==> src/rtl/rld_timer_pkg.sv <==
// Package: shared register addresses and control bit positions for rld_timer.
// Assumes a 3-bit byte address space; all other sizing lives in module parameters.
package rld_timer_pkg;
    localparam logic [2:0] A_CTRL  = 3'd0;
    localparam logic [2:0] A_PRE   = 3'd1;
    localparam logic [2:0] A_RLD_L = 3'd2;
    localparam logic [2:0] A_RLD_H = 3'd3;
    localparam logic [2:0] A_STAT  = 3'd4;
    localparam logic [2:0] A_PORT  = 3'd5;
    localparam logic [2:0] A_CAP_L = 3'd6;
    localparam logic [2:0] A_CAP_H = 3'd7;

    localparam int B_START = 0;
    localparam int B_EVT   = 1;
    localparam int B_FALL  = 2;
    localparam int B_TOG   = 3;
    localparam int B_IEN   = 4;

    typedef struct packed {
        logic irq_en;
        logic tog_en;
        logic cap_fall;
        logic evt_mode;
    } ctrl_t;
endpackage

==> src/rtl/rld_sync_edge.sv <==
// Module: synchronizes an asynchronous pin and flags its rising and falling edges.
// Assumes each pin level lasts at least two clock cycles; edges are one-cycle pulses.
module rld_sync_edge #(
    parameter int STAGES = 2
) (
    input  logic clk,
    input  logic rst_n,
    input  logic pin,
    output logic rise,
    output logic fall
);
    logic [STAGES-1:0] sync_q;
    logic              prev_q;

    // Shift the pin through the synchronizer chain and keep the last settled level.
    always_ff @(posedge clk) begin
        if (!rst_n) begin
            sync_q <= '0;
            prev_q <= 1'b0;
        end else begin
            sync_q <= {sync_q[STAGES-2:0], pin};
            prev_q <= sync_q[STAGES-1];
        end
    end

    // Compare settled level against its previous value.
    always_comb begin
        rise = sync_q[STAGES-1] & ~prev_q;
        fall = ~sync_q[STAGES-1] & prev_q;
    end
endmodule

==> src/rtl/rld_tick_gen.sv <==
// Module: produces the count tick from an internal divider or external event edges.
// Assumes start restarts the divider phase; no tick before the first start.
module rld_tick_gen #(
    parameter int DIV = 4
) (
    input  logic clk,
    input  logic rst_n,
    input  logic start,
    input  logic evt_mode,
    input  logic evt_rise,
    output logic tick
);
    localparam int DIV_W = (DIV > 1) ? $clog2(DIV) : 1;
    localparam logic [DIV_W-1:0] DIV_LAST = DIV_W'(DIV - 1);

    logic             run_q;
    logic [DIV_W-1:0] div_q;

    // Track run state and advance the internal divider while running.
    always_ff @(posedge clk) begin
        if (!rst_n) begin
            run_q <= 1'b0;
            div_q <= '0;
        end else if (start) begin
            run_q <= 1'b1;
            div_q <= '0;
        end else if (run_q) begin
            div_q <= (div_q == DIV_LAST) ? '0 : div_q + 1'b1;
        end
    end

    // Select the tick source.
    always_comb begin
        if (!run_q || start) tick = 1'b0;
        else if (evt_mode)   tick = evt_rise;
        else                 tick = (div_q == DIV_LAST);
    end
endmodule

==> src/rtl/rld_count_chain.sv <==
// Module: prescaler plus reloading down-counter; flags the tick that passes zero.
// Assumes start has priority over tick; reload values are sampled when used.
module rld_count_chain #(
    parameter int PRE_W = 5,
    parameter int CNT_W = 16
) (
    input  logic             clk,
    input  logic             rst_n,
    input  logic             start,
    input  logic             tick,
    input  logic [PRE_W-1:0] pre_rld,
    input  logic [CNT_W-1:0] cnt_rld,
    output logic [CNT_W-1:0] cnt,
    output logic             wrap
);
    logic [PRE_W-1:0] pre_q;
    logic [CNT_W-1:0] cnt_q;

    // Reload on start, otherwise step the prescaler and the counter on each tick.
    always_ff @(posedge clk) begin
        if (!rst_n) begin
            pre_q <= '0;
            cnt_q <= '0;
        end else if (start) begin
            pre_q <= pre_rld;
            cnt_q <= cnt_rld;
        end else if (tick) begin
            if (pre_q == '0) begin
                pre_q <= pre_rld;
                cnt_q <= (cnt_q == '0) ? cnt_rld : cnt_q - 1'b1;
            end else begin
                pre_q <= pre_q - 1'b1;
            end
        end
    end

    // Zero crossing: both stages at zero on a live tick.
    always_comb begin
        wrap = tick & ~start & (pre_q == '0) & (cnt_q == '0);
        cnt  = cnt_q;
    end
endmodule

==> src/rtl/rld_timer.sv <==
// Module: top of the prescaled reload timer: registers, capture, flag and pin logic.
// Assumes a single clock, synchronous active-low reset, byte registers per rld_timer_pkg.
module rld_timer
    import rld_timer_pkg::*;
#(
    parameter int PRE_W = 5,
    parameter int CNT_W = 16,
    parameter int DIV   = 4,
    parameter int SYNC  = 2
) (
    input  logic       clk,
    input  logic       rst_n,
    input  logic       wr_en,
    input  logic [2:0] addr,
    input  logic [7:0] wdata,
    output logic [7:0] rdata,
    input  logic       evt_i,
    input  logic       cap_i,
    input  logic       idle_i,
    output logic       irq_o,
    output logic       pin_o
);
    localparam int CAP_PAD = 16 - CNT_W;

    ctrl_t            ctrl_q;
    logic [PRE_W-1:0] pre_rld_q;
    logic [15:0]      cnt_rld_q;
    logic [CNT_W-1:0] cap_q;
    logic [CNT_W-1:0] cnt;
    logic [15:0]      cap_w;
    logic             flag_q;
    logic             pin_q;
    logic             start, clr_wr, port_wr;
    logic             evt_rise, evt_fall, cap_rise, cap_fall_e;
    logic             tick, wrap, cap_hit;

    // Decode write strobes with side effects.
    always_comb begin
        start   = wr_en && (addr == A_CTRL) && wdata[B_START];
        clr_wr  = wr_en && (addr == A_STAT) && wdata[0];
        port_wr = wr_en && (addr == A_PORT);
        cap_hit = !idle_i && (ctrl_q.cap_fall ? cap_fall_e : cap_rise);
    end

    rld_sync_edge #(.STAGES(SYNC)) u_evt (
        .clk(clk), .rst_n(rst_n), .pin(evt_i), .rise(evt_rise), .fall(evt_fall));

    rld_sync_edge #(.STAGES(SYNC)) u_cap (
        .clk(clk), .rst_n(rst_n), .pin(cap_i), .rise(cap_rise), .fall(cap_fall_e));

    rld_tick_gen #(.DIV(DIV)) u_tick (
        .clk(clk), .rst_n(rst_n), .start(start), .evt_mode(ctrl_q.evt_mode),
        .evt_rise(evt_rise), .tick(tick));

    rld_count_chain #(.PRE_W(PRE_W), .CNT_W(CNT_W)) u_chain (
        .clk(clk), .rst_n(rst_n), .start(start), .tick(tick),
        .pre_rld(pre_rld_q), .cnt_rld(cnt_rld_q[CNT_W-1:0]), .cnt(cnt), .wrap(wrap));

    // Software-writable configuration registers.
    always_ff @(posedge clk) begin
        if (!rst_n) begin
            ctrl_q    <= '0;
            pre_rld_q <= '0;
            cnt_rld_q <= '0;
        end else if (wr_en) begin
            case (addr)
                A_CTRL:  ctrl_q    <= ctrl_t'({wdata[B_IEN], wdata[B_TOG], wdata[B_FALL], wdata[B_EVT]});
                A_PRE:   pre_rld_q <= wdata[PRE_W-1:0];
                A_RLD_L: cnt_rld_q[7:0]  <= wdata;
                A_RLD_H: cnt_rld_q[15:8] <= wdata;
                default: ;
            endcase
        end
    end

    // Sticky interrupt flag: a zero crossing wins over a same-cycle clear.
    always_ff @(posedge clk) begin
        if (!rst_n)      flag_q <= 1'b0;
        else if (wrap)   flag_q <= 1'b1;
        else if (clr_wr) flag_q <= 1'b0;
    end

    // Pin level register, shared by toggle mode and the port data bit.
    always_ff @(posedge clk) begin
        if (!rst_n)              pin_q <= 1'b0;
        else if (ctrl_q.tog_en)  pin_q <= pin_q ^ wrap;
        else if (port_wr)        pin_q <= wdata[0];
    end

    // Capture the live count on the selected edge unless idle.
    always_ff @(posedge clk) begin
        if (!rst_n)       cap_q <= '0;
        else if (cap_hit) cap_q <= cnt;
    end

    // Read mux and outputs.
    always_comb begin
        cap_w = {{CAP_PAD{1'b0}}, cap_q};
        case (addr)
            A_CTRL:  rdata = {3'b000, ctrl_q.irq_en, ctrl_q.tog_en, ctrl_q.cap_fall, ctrl_q.evt_mode, 1'b0};
            A_PRE:   rdata = 8'(pre_rld_q);
            A_RLD_L: rdata = cnt_rld_q[7:0];
            A_RLD_H: rdata = cnt_rld_q[15:8];
            A_STAT:  rdata = {7'b0, flag_q};
            A_PORT:  rdata = {7'b0, pin_q};
            A_CAP_L: rdata = cap_w[7:0];
            default: rdata = cap_w[15:8];
        endcase
        irq_o = flag_q & ctrl_q.irq_en;
        pin_o = pin_q;
    end

    logic unused_ok;
    assign unused_ok = evt_fall;
endmodule

==> config.mk <==
export PLATFORM = sky130hd
export DESIGN_NAME = rld_timer
export DESIGN_NICKNAME = d
export VERILOG_FILES = /design/src/rtl/rld_timer_pkg.sv /design/src/rtl/rld_sync_edge.sv /design/src/rtl/rld_tick_gen.sv /design/src/rtl/rld_count_chain.sv /design/src/rtl/rld_timer.sv
export SDC_FILE = /design/constraint.sdc
export NUM_CORES = 1
export LEC_CHECK = 0
export ABC_AREA = 1
export BUFFER_PORTS_ARGS = -buffer_cell sky130_fd_sc_hd__clkbuf_2
export CELL_PAD_IN_SITES_DETAIL_PLACEMENT = 1
export CELL_PAD_IN_SITES_GLOBAL_PLACEMENT = 1
export CORE_UTILIZATION = 45
export CTS_CLUSTER_SIZE = 10
export DETAILED_ROUTE_END_ITERATION = 8
export GPL_ROUTABILITY_DRIVEN = 0
export PLACE_DENSITY = 0.83
export SETUP_SLACK_MARGIN = 0.5
export SLEW_MARGIN = 15
export SYNTH_ARGS = -nofsm -noshare
export SYNTH_HDL_FRONTEND = slang
export SYNTH_HIERARCHICAL = 1
export SYNTH_SLANG_ARGS = --single-unit
export TNS_END_PERCENT = 10
==> constraint.sdc <==
create_clock -name clk -period 4.4 [get_ports clk]
set_input_delay 0.44 -clock clk [delete_from_list [all_inputs] [get_ports clk]]
set_output_delay 0.44 -clock clk [all_outputs]
set_load 0.1 [all_outputs]
==> impl_results.md <==
* Share of cells above drive strength 1 at 0.119
* Placed cell area at 0.00421 mm²
* IO Port Bufs at 26
* Hold WC Path Type: primary input to flop
* FMAX at 314 MHz
* Initial antenna violation count at 0
* Skew final at 0.00904 ns
* Clock buffer depth at 2
* Layout area overhead at 10.1%
* Syn Area/Cell at 6.41 µm²
* Nets at 674
* R2r setup slk at 1.82 ns
* Std-Cell Core Area at 0.00872 mm²
* Rows at 34
* Routed WL at 12.3 mm
* Die height at 97.0 µm
* Worst r2r src: u_chain/pre_q[0]$_SDFFE_PN0P_
* WP data required at 4.65 ns
* Slowest cell on crit path: o21ai_2
* Multi-input logic area at 0.00216 mm²
* Cell Area, Synth at 0.00406 mm²
* WL/cell at 16.0 µm
* Final Slew Violations at 0
* Post_cts resized at 0
* CP Class: primary input to flop
* Reg area at 0.00146 mm²
* CTS H-tree depth at 3
* Leak Pwr at 2.09 nW
* Worst R2R Path Depth at 11
* Number of I/O pins at 27
* Final period utilization at 0.724
* Initial Util at 0.465
* Hold slack at 0.271 ns
* Number of diodes at 0
* Max-Cap Viols at 0
* Ys Warns at 6
* Vias in the first global route at 4266
* Total global-route track usage at 0.278
* Hold endpoint: u_evt/sync_q[0]$_SDFF_PN0_
* CTS Buf Count at 9
* Mapped Cells at 633
* CTS tree: yes
* DRT iter0 DRCs at 241
* Hold path cells at 3
* Mapped Nets at 654
* Drc violations at 0
* Highest net fanout along the worst path at 22
* Clock transition at path regs at 0.07 ns
* Relative slew slack at 0.421
* Vias at 4056
* Die ar. at 0.00940 mm²
* CP bufs+invs at 5
* Crit path time final at 3.19 ns
* Critical Path Start Type: primary input
* Root Driver: clkbuf_8
* Fin area at 0.00447 mm²
* First-pass detailed-route iteration total at 4
* Max VDD drop at 0.158 mV
* Chip Width at 97.0 µm
* Largest net degree at the start of global routing at 32
* RSZ-0062 raised after global routing: no
* Post-detail-place hpwl at 9.31 mm
* # Post-CTS Setup Buffers at 0
* Crit-path max cell delay at 0.68 ns
* First-pass GRT wire length at 21.0 mm
* Total grt overflow at 0
* Crit path DAT at 3.44 ns
* DRT antenna net count at 0
* Outcome: finished clean
* # fillers at 1217
* Crit-path leading delay family: compound AO/OA/AOI/OAI gates
* Setup TNS at 0 ns
* Vias per cell at 5.30
* Power per cell area at 349 mW/mm²
* Crit path cell chain: clkbuf_2 -> inv_1 -> nand2_1 -> nor2_1 -> inv_1 -> nand2_1 -> a21oi_2 -> nand2_1 -> o21ai_2 -> inv_1 -> a21oi_1 -> o21ai_1 -> nand2_1 -> inv_1
* Hold-fix buffers, CTS at 0
* Final setup vio count at 0
* CTS sink cnt at 73
* Hold_sp: evt_i
* Final Hold Fails at 0
* CP Capture Type: flop
* Slew @ Worst Pin at 0.868 ns
* R2R Path End: u_chain/cnt[0]$_SDFFE_PN0P_
* Worst skew pair latency at 0.35 ns
==> stage by stage <==
| stage | power (W) | util | cells | worst slack, ns |
|---|---|---|---|---|
| after CTS | 0.00157 | 0.512 | 766 | 1.25 |
| final | 0.00156 | 0.512 | 766 | 1.21 |
| after floorplan | 0.000855 | - | 633 | 2.01 |
| after global routing | 0.00163 | 0.512 | 766 | 0.931 |
| after detailed placement | 0.000907 | 0.483 | 750 | 0.956 |
| after global placement | 0.000901 | 0.483 | 750 | 1.15 |
==> cell usage in the layout, fill, tap and decap left out, types with 2 or more instances in the layout <==
master	count
clkbuf_8	11
a21oi_1	35
bufinv_16	3
nand2_2	11
nand2_4	2
o21ai_1	2
nand4_1	17
nand3_1	53
nor2_2	5
nor2_1	103
o21ai_0	27
xnor2_1	2
nor2_4	6
dfxtp_1	73
inv_1	81
nand2_1	175
clkbuf_2	26
a21oi_2	2
ha_1	4
inv_4	2
==> state kept, by name, summed over array words and instances (netlist names) <==
| signal | count |
|---|---|
| cap_q | 16 |
| cnt_rld_q | 16 |
| u_chain/cnt | 16 |
| pre_rld_q | 5 |
| u_chain/pre_q | 5 |
| ctrl_q | 4 |
| u_cap/sync_q | 2 |
| u_evt/sync_q | 2 |
| u_tick/div_q | 2 |
| flag_q | 1 |
| pin_o | 1 |
| u_cap/prev_q | 1 |
| u_evt/prev_q | 1 |
| u_tick/run_q | 1 |
==> worst min-delay path: stages <==
cell      delay (ns)
clkbuf_2        0.07
nand2_1         0.04
inv_1           0.04
==> cell type report <==
| class | instances | area share |
|---|---|---|
| tap | 108 | 0.0302 |
| clock inverter | 4 | 0.0221 |
| timing repair buffer | 27 | 0.0308 |
| inverter | 84 | 0.0717 |
| multi-input combinational | 458 | 0.483 |
| clock buffer | 12 | 0.0347 |
| sequential | 73 | 0.327 |
==> report_power, final <==
group / total (W) / leakage (nW) / internal (W) / switching (W)
Sequential: 0.000693 / 0.592 / 0.000677 / 0.0000164
Combinational: 0.000201 / 1.37 / 0.0000554 / 0.000146
Clock: 0.000665 / 0.127 / 0.000409 / 0.000256
==> how the worst max path moves through the flow <==
stage	startpoint	end	depth (start not counted)
floorplan	pin_o$_SDFFE_PN0P_	rdata[0]	4
global placement	addr[2]	u_chain/cnt[0]$_SDFFE_PN0P_	14
detailed placement	addr[2]	u_chain/cnt[0]$_SDFFE_PN0P_	14
CTS	addr[2]	u_chain/cnt[0]$_SDFFE_PN0P_	14
global route	addr[2]	u_chain/cnt[0]$_SDFFE_PN0P_	14
finish	addr[2]	u_chain/cnt[0]$_SDFFE_PN0P_	14
==> routing by layer <==
metal	vias to the layer above	part of all wire	track usage	wire (µm)
li1	2030	-	-	-
met1	1929	0.46	0.358	5700
met2	77	0.48	0.475	5890
met3	20	0.039	0.0484	481
met4	0	0.017	0.0838	209
met5	-	0	0	0
Power figures use the tool's default switching activity.
